==> config.mk <==
export PLATFORM = sky130hd
export DESIGN_NAME = tone_list_matcher
export DESIGN_NICKNAME = d
export VERILOG_FILES = /design/src/rtl/tlm_pkg.sv /design/src/rtl/tlm_list_store.sv /design/src/rtl/tlm_scanner.sv /design/src/rtl/tone_list_matcher.sv
export SDC_FILE = /design/constraint.sdc
export NUM_CORES = 2
export LEC_CHECK = 0
export ABC_AREA = 1
export BUFFER_PORTS_ARGS = -buffer_cell sky130_fd_sc_hd__buf_2
export CAP_MARGIN = 15
export CORE_ASPECT_RATIO = 0.8
export CORE_MARGIN = 2
export CORE_UTILIZATION = 30
export DETAILED_ROUTE_END_ITERATION = 10
export PLACE_DENSITY_LB_ADDON = 0.1
export SLEW_MARGIN = 10
export SYNTH_ARGS = -nofsm -noshare
export SYNTH_HDL_FRONTEND = slang
export SYNTH_SLANG_ARGS = --single-unit
export TNS_END_PERCENT = 50
==> constraint.sdc <==
create_clock -name clk -period 10.1 [get_ports clk]
set_clock_uncertainty 0.2 [all_clocks]
set_input_delay 2.525 -clock clk [delete_from_list [all_inputs] [get_ports clk]]
set_output_delay 2.525 -clock clk [all_outputs]
set_load 0.05 [all_outputs]
==> src/rtl/tlm_pkg.sv <==
package tlm_pkg;
  typedef enum logic [1:0] {
    GM_OFF    = 2'b00,
    GM_SECOND = 2'b01,
    GM_FIRST  = 2'b10,
    GM_BAD    = 2'b11
  } grp_mode_e;

  // Group gate: does the entry's flag pair allow a decode in this mode
  function automatic logic group_ok(input logic [1:0] mode, input logic first_f,
                                    input logic second_f);
    case (grp_mode_e'(mode))
      GM_FIRST:  return first_f;
      GM_SECOND: return second_f;
      default:   return 1'b0;
    endcase
  endfunction

  function automatic logic mode_on(input logic [1:0] mode);
    return (mode == GM_FIRST) || (mode == GM_SECOND);
  endfunction
endpackage

==> src/rtl/tlm_list_store.sv <==
module tlm_list_store #(
  parameter int DEPTH   = 32,
  parameter int ENTRY_W = 16,
  localparam int ADDR_W = $clog2(DEPTH)
) (
  input  logic               clk,
  input  logic               rst_n,
  input  logic               clr,
  input  logic               wr_en,
  input  logic [ENTRY_W-1:0] wr_data,
  input  logic [ADDR_W-1:0]  rd_idx,
  output logic [ENTRY_W-1:0] rd_data,
  output logic               full
);
  logic [ENTRY_W-1:0] mem [DEPTH];
  logic [ADDR_W:0]    cnt;

  assign full    = (cnt == (ADDR_W+1)'(DEPTH));
  assign rd_data = mem[rd_idx];

  // Fill count: cleared by reset or clear, saturates at DEPTH
  always_ff @(posedge clk or negedge rst_n) begin
    if (!rst_n)                cnt <= '0;
    else if (clr)              cnt <= '0;
    else if (wr_en && !full)   cnt <= cnt + (ADDR_W+1)'(1);
  end

  // Storage keeps its contents through reset
  always_ff @(posedge clk) begin
    if (clr) begin
      for (int i = 0; i < DEPTH; i++) mem[i] <= '0;
    end else if (wr_en) begin
      if (full) begin
        for (int i = 0; i < DEPTH-1; i++) mem[i] <= mem[i+1];
        mem[DEPTH-1] <= wr_data;
      end else begin
        mem[cnt[ADDR_W-1:0]] <= wr_data;
      end
    end
  end
endmodule

==> src/rtl/tlm_scanner.sv <==
module tlm_scanner
  import tlm_pkg::*;
#(
  parameter int DEPTH   = 32,
  parameter int CODE_W  = 14,
  localparam int ENTRY_W = CODE_W + 2,
  localparam int ADDR_W  = $clog2(DEPTH)
) (
  input  logic               clk,
  input  logic               rst_n,
  input  logic               start,
  input  logic               list_sel,
  input  logic [1:0]         mode,
  input  logic [CODE_W-1:0]  meas,
  input  logic [CODE_W-1:0]  tol,
  input  logic [ENTRY_W-1:0] rd_entry,
  output logic [ADDR_W-1:0]  rd_idx,
  output logic               scan_list,
  output logic               busy,
  output logic               done,
  output logic               hit,
  output logic               unlisted,
  output logic [ENTRY_W-1:0] hit_entry,
  output logic [ADDR_W-1:0]  hit_loc
);
  logic [ADDR_W-1:0] idx;
  logic [1:0]        mode_q;
  logic [CODE_W-1:0] meas_q, tol_q;
  logic              seen_q;

  logic [CODE_W-1:0] code, diff;
  logic              near, take, last;

  assign code = rd_entry[CODE_W-1:0];
  assign diff = (code >= meas_q) ? (code - meas_q) : (meas_q - code);
  assign near = (code != '0) && (diff <= tol_q);
  assign take = near && group_ok(mode_q, rd_entry[ENTRY_W-1], rd_entry[ENTRY_W-2]);
  assign last = (idx == ADDR_W'(DEPTH-1));
  assign rd_idx = idx;

  always_ff @(posedge clk or negedge rst_n) begin
    if (!rst_n) begin
      busy      <= 1'b0;
      idx       <= '0;
      scan_list <= 1'b0;
      mode_q    <= '0;
      meas_q    <= '0;
      tol_q     <= '0;
      seen_q    <= 1'b0;
      done      <= 1'b0;
      hit       <= 1'b0;
      unlisted  <= 1'b0;
      hit_entry <= '0;
      hit_loc   <= '0;
    end else begin
      done <= 1'b0;
      if (!busy) begin
        if (start) begin
          busy      <= 1'b1;
          idx       <= '0;
          scan_list <= list_sel;
          mode_q    <= mode;
          meas_q    <= meas;
          tol_q     <= tol;
          seen_q    <= 1'b0;
        end
      end else if (take) begin
        busy      <= 1'b0;
        done      <= 1'b1;
        hit       <= 1'b1;
        unlisted  <= 1'b0;
        hit_entry <= rd_entry;
        hit_loc   <= idx;
      end else if (last) begin
        busy      <= 1'b0;
        done      <= 1'b1;
        hit       <= 1'b0;
        unlisted  <= mode_on(mode_q) && !(seen_q || near);
        hit_entry <= '0;
        hit_loc   <= '0;
      end else begin
        idx    <= idx + ADDR_W'(1);
        seen_q <= seen_q || near;
      end
    end
  end
endmodule

==> src/rtl/tone_list_matcher.sv <==
module tone_list_matcher #(
  parameter int DEPTH   = 32,
  parameter int CODE_W  = 14,
  localparam int ENTRY_W = CODE_W + 2,
  localparam int ADDR_W  = $clog2(DEPTH)
) (
  input  logic               clk,
  input  logic               rst_n,
  input  logic               list_sel,
  input  logic               clear,
  input  logic               wr_valid,
  output logic               wr_ready,
  input  logic [ENTRY_W-1:0] wr_entry,
  input  logic [1:0]         grp_mode,
  input  logic [CODE_W-1:0]  meas_code,
  input  logic [CODE_W-1:0]  tol,
  input  logic               scan_start,
  output logic               done,
  output logic               hit,
  output logic               unlisted,
  output logic [ENTRY_W-1:0] hit_entry,
  output logic [ADDR_W-1:0]  hit_loc,
  output logic               full
);
  localparam int LISTS = 2;

  logic               scan_busy, scan_list;
  logic [ADDR_W-1:0]  rd_idx;
  logic [ENTRY_W-1:0] rd_data [LISTS];
  logic [LISTS-1:0]   full_l;
  logic               wr_take, clr_take;

  assign wr_ready = !scan_busy && !clear;
  assign wr_take  = wr_valid && wr_ready;
  assign clr_take = clear && !scan_busy;
  assign full     = full_l[list_sel];

  for (genvar l = 0; l < LISTS; l++) begin : g_list
    tlm_list_store #(.DEPTH(DEPTH), .ENTRY_W(ENTRY_W)) store_i (
      .clk     (clk),
      .rst_n   (rst_n),
      .clr     (clr_take && (list_sel == 1'(l))),
      .wr_en   (wr_take && (list_sel == 1'(l))),
      .wr_data (wr_entry),
      .rd_idx  (rd_idx),
      .rd_data (rd_data[l]),
      .full    (full_l[l])
    );
  end

  tlm_scanner #(.DEPTH(DEPTH), .CODE_W(CODE_W)) scan_i (
    .clk       (clk),
    .rst_n     (rst_n),
    .start     (scan_start),
    .list_sel  (list_sel),
    .mode      (grp_mode),
    .meas      (meas_code),
    .tol       (tol),
    .rd_entry  (rd_data[scan_list]),
    .rd_idx    (rd_idx),
    .scan_list (scan_list),
    .busy      (scan_busy),
    .done      (done),
    .hit       (hit),
    .unlisted  (unlisted),
    .hit_entry (hit_entry),
    .hit_loc   (hit_loc)
  );
endmodule

==> run metrics <==
Filler cells=19,932; Die X=494 µm; gr usage total=0.222; ANT nets after route=0; Buf/Inv on CP=5; DR WL/cell=24.8 µm; Placer Congestion=0.832; clk sinks=1,098; largest net degree at the start of global routing=170; later-pin clock latency in the skew report=0.80 ns; CP top delay family=simple AND/OR/NAND/NOR gates; Mean Syn Cell Area=8.85 µm²; pre-CTS WS=2.15 ns; Core Rows=143; Slew HR=0.200; CP Depth=32; first-pass GRT wire length=326,000 µm; CTS Root Cell=clkbuf_16; Top Metal Used=met4; Total Neg Setup Slack=0 ns; Final Cycle Share=0.780; Initial Util=0.303; power per cell area=289 nW/µm²; IO Port Bufs=77; final hold violation count=0; Mapped Area=57,500 µm²; CP Max Fanout=145; Critical Path End Type=register; fraction of registers with async set/reset=0.0674; Min-Delay Path Class=reg -> reg; vias per inst=5.35; met1 WL=105,000 µm; vias post-DR=47,514; WL final=220,000 µm; dpl cell area=59,400 µm²; DRC viols=0; Max H-tree Level=4; total grt overflow=0; postcts setup bufs=0; hpwl dp=134,000 µm; CTS-repair resized insts=0; RSZ-0062 raised after global routing=no; Cells after Synth=6,501; Final WS setup=2.22 ns; Worst Path Class, Setup=reg -> reg; Core Region=190,000 µm²; syn nets=6,608; status=complete, no violations; setup violators final=0; P&R area growth vs syn=10.3%; CTS Hold Bufs=0; FF+latch count, synth=1,098; chip height=396 µm; Critical Path Source Type=register; CP most frequent cell=nand2_1; Data required, critical path=10.55 ns; Worst Hold Path Cells=2; WP data arrival=8.33 ns; DR WL met2=96,300 µm; Reg clk slew, reported paths=0.06 ns; clock buffer count from CTS=132; Design Area, Final=63,500 µm²; initial antenna violation count=4; TritonCTS clock tree=yes; Pins Over Slew Limit=0; Slew @ Worst Pin=1.20 ns; DR iter-0 viols=4,925; first-pass iteration count of the detailed router=6; final worst path period need=7.88 ns; vias in the first global route=46,718; ys flop type=edfxtp_1; Post-synth EDFFs=1,024; Max Freq=127 MHz; total power=18.3 mW; Core Util, Final=0.334; Synth cell types=45; met3 wire len=12,700 µm; register area share after synthesis=0.567; Pleak=24.0 nW; # Max-Cap Violations=0; maximum vdd drop=0.219 mV; CTS Buffer Depth=3; DIE AREA=195,000 µm²; CP max stage delay=0.74 ns; FF-to-FF path depth=32; Critical Path Slowest Stage Cell=dfrtp_4; nets=6,360; ratio of cells with drive above 1 in the final layout=0.0657; warnings from Yosys=0; Top Ports=78
## registers in the layout (all words and copies together), names as in the netlist, 2 cells and up
signal and flops:
g_list.store_i.cnt 12, g_list.store_i.mem 1024, scan_i.hit_entry 16, scan_i.hit_loc 5, scan_i.meas_q 14, scan_i.mode_q 2
scan_i.rd_idx 5, scan_i.tol_q 14
## metal layers
metal,vias up,track usage
li1,22108,-
met1,23733,0.323
met2,1401,0.335
met3,272,0.0373
met4,0,0.0699
met5,-,0
## cell usage in the layout, fill, tap and decap left out, types with 34 or more instances in the layout
master / instances
nor2_1: 155
nand2_1: 1815
dfrtp_1: 71
buf_2: 76
a21oi_1: 258
clkinv_1: 35
clkbuf_1: 34
clkbuf_16: 138
o21ai_0: 1070
nand3_1: 889
inv_1: 275
ha_1: 53
buf_4: 85
edfxtp_1: 1024
o22ai_1: 136
## worst reg2reg max path: cells and delay by family (launching register included)
| family | cells | cell delay [ns] |
|---|---|---|
| simple gates | 16 | 3.13 |
| flops | 1 | 0.74 |
| compound gates | 9 | 1.31 |
| fa+ha+maj | 2 | 0.62 |
| buf+inv | 5 | 1.73 |
## cells in the mapped netlist, drive strengths merged (8+ instances only)
library cell | instances | area share
nand3 | 902 | 0.079
nand4 | 20 | 0.0024
xor2 | 17 | 0.0026
nand2 | 1820 | 0.12
ha | 53 | 0.012
inv | 305 | 0.020
edfxtp | 1024 | 0.53
clkbuf | 318 | 0.021
dfrtp | 74 | 0.032
o21ai | 1107 | 0.098
a21oi | 259 | 0.023
nor3 | 31 | 0.0027
a211oi | 8 | 0.0010
nor2 | 160 | 0.011
buf | 239 | 0.024
o22ai | 136 | 0.015
## through the flow
stage / hold slack, ns / instances
after floorplan: 0.285 / 6501
after global placement: 0.290 / 8651
after detailed placement: 0.291 / 8651
after CTS: 0.305 / 8879
after global routing: 0.331 / 8886
final: 0.301 / 8887
## report_power, final
group	internal (mW)	switching [mW]	leakage, nW	total, mW
registers	5.61	0.332	10.4	5.94
clock network	2.54	2.07	1.91	4.61
logic	2.04	5.75	11.7	7.79
## cells by family after synthesis
logic type / synth area share
AND/OR/NAND/NOR: 0.214
AO/OA/AOI/OAI: 0.138
flip-flops: 0.567
buffers and inverters: 0.0649
adder cells (fa/ha/maj): 0.0122
XOR/XNOR: 0.00320
multiplexers: 0.000370
## path summary, 6_finish.rpt
kind | startpoint | endpoint | slack (ns)
min in group asynchronous | rst_n | scan_i.meas_q[10] | 1.40
max in group asynchronous | rst_n | scan_i.rd_idx[1] | 7.09
setup reg to reg | scan_i.rd_idx[0] | scan_i.hit_entry[3] | 2.22
setup / recovery | scan_i.rd_idx[0] | scan_i.hit_entry[3] | 2.22
hold / removal | scan_i.hit | scan_i.hit | 0.30
hold reg to reg | scan_i.hit | scan_i.hit | 0.30
## final cells by class
| cell class | instances | area, µm² | area share |
|---|---|---|---|
| clock buffer | 172 | 3580 | 0.0564 |
| timing repair buffer | 175 | 1290 | 0.0203 |
| tap | 2537 | 3170 | 0.0500 |
| inverter | 307 | 1190 | 0.0187 |
| clock inverter | 56 | 368 | 0.00580 |
| multi-input combinational | 4539 | 21300 | 0.335 |
| antenna | 3 | 7.51 | 0.000118 |
| sequential | 1098 | 32600 | 0.514 |
Note: power is estimated with default switching activity, not from simulation.
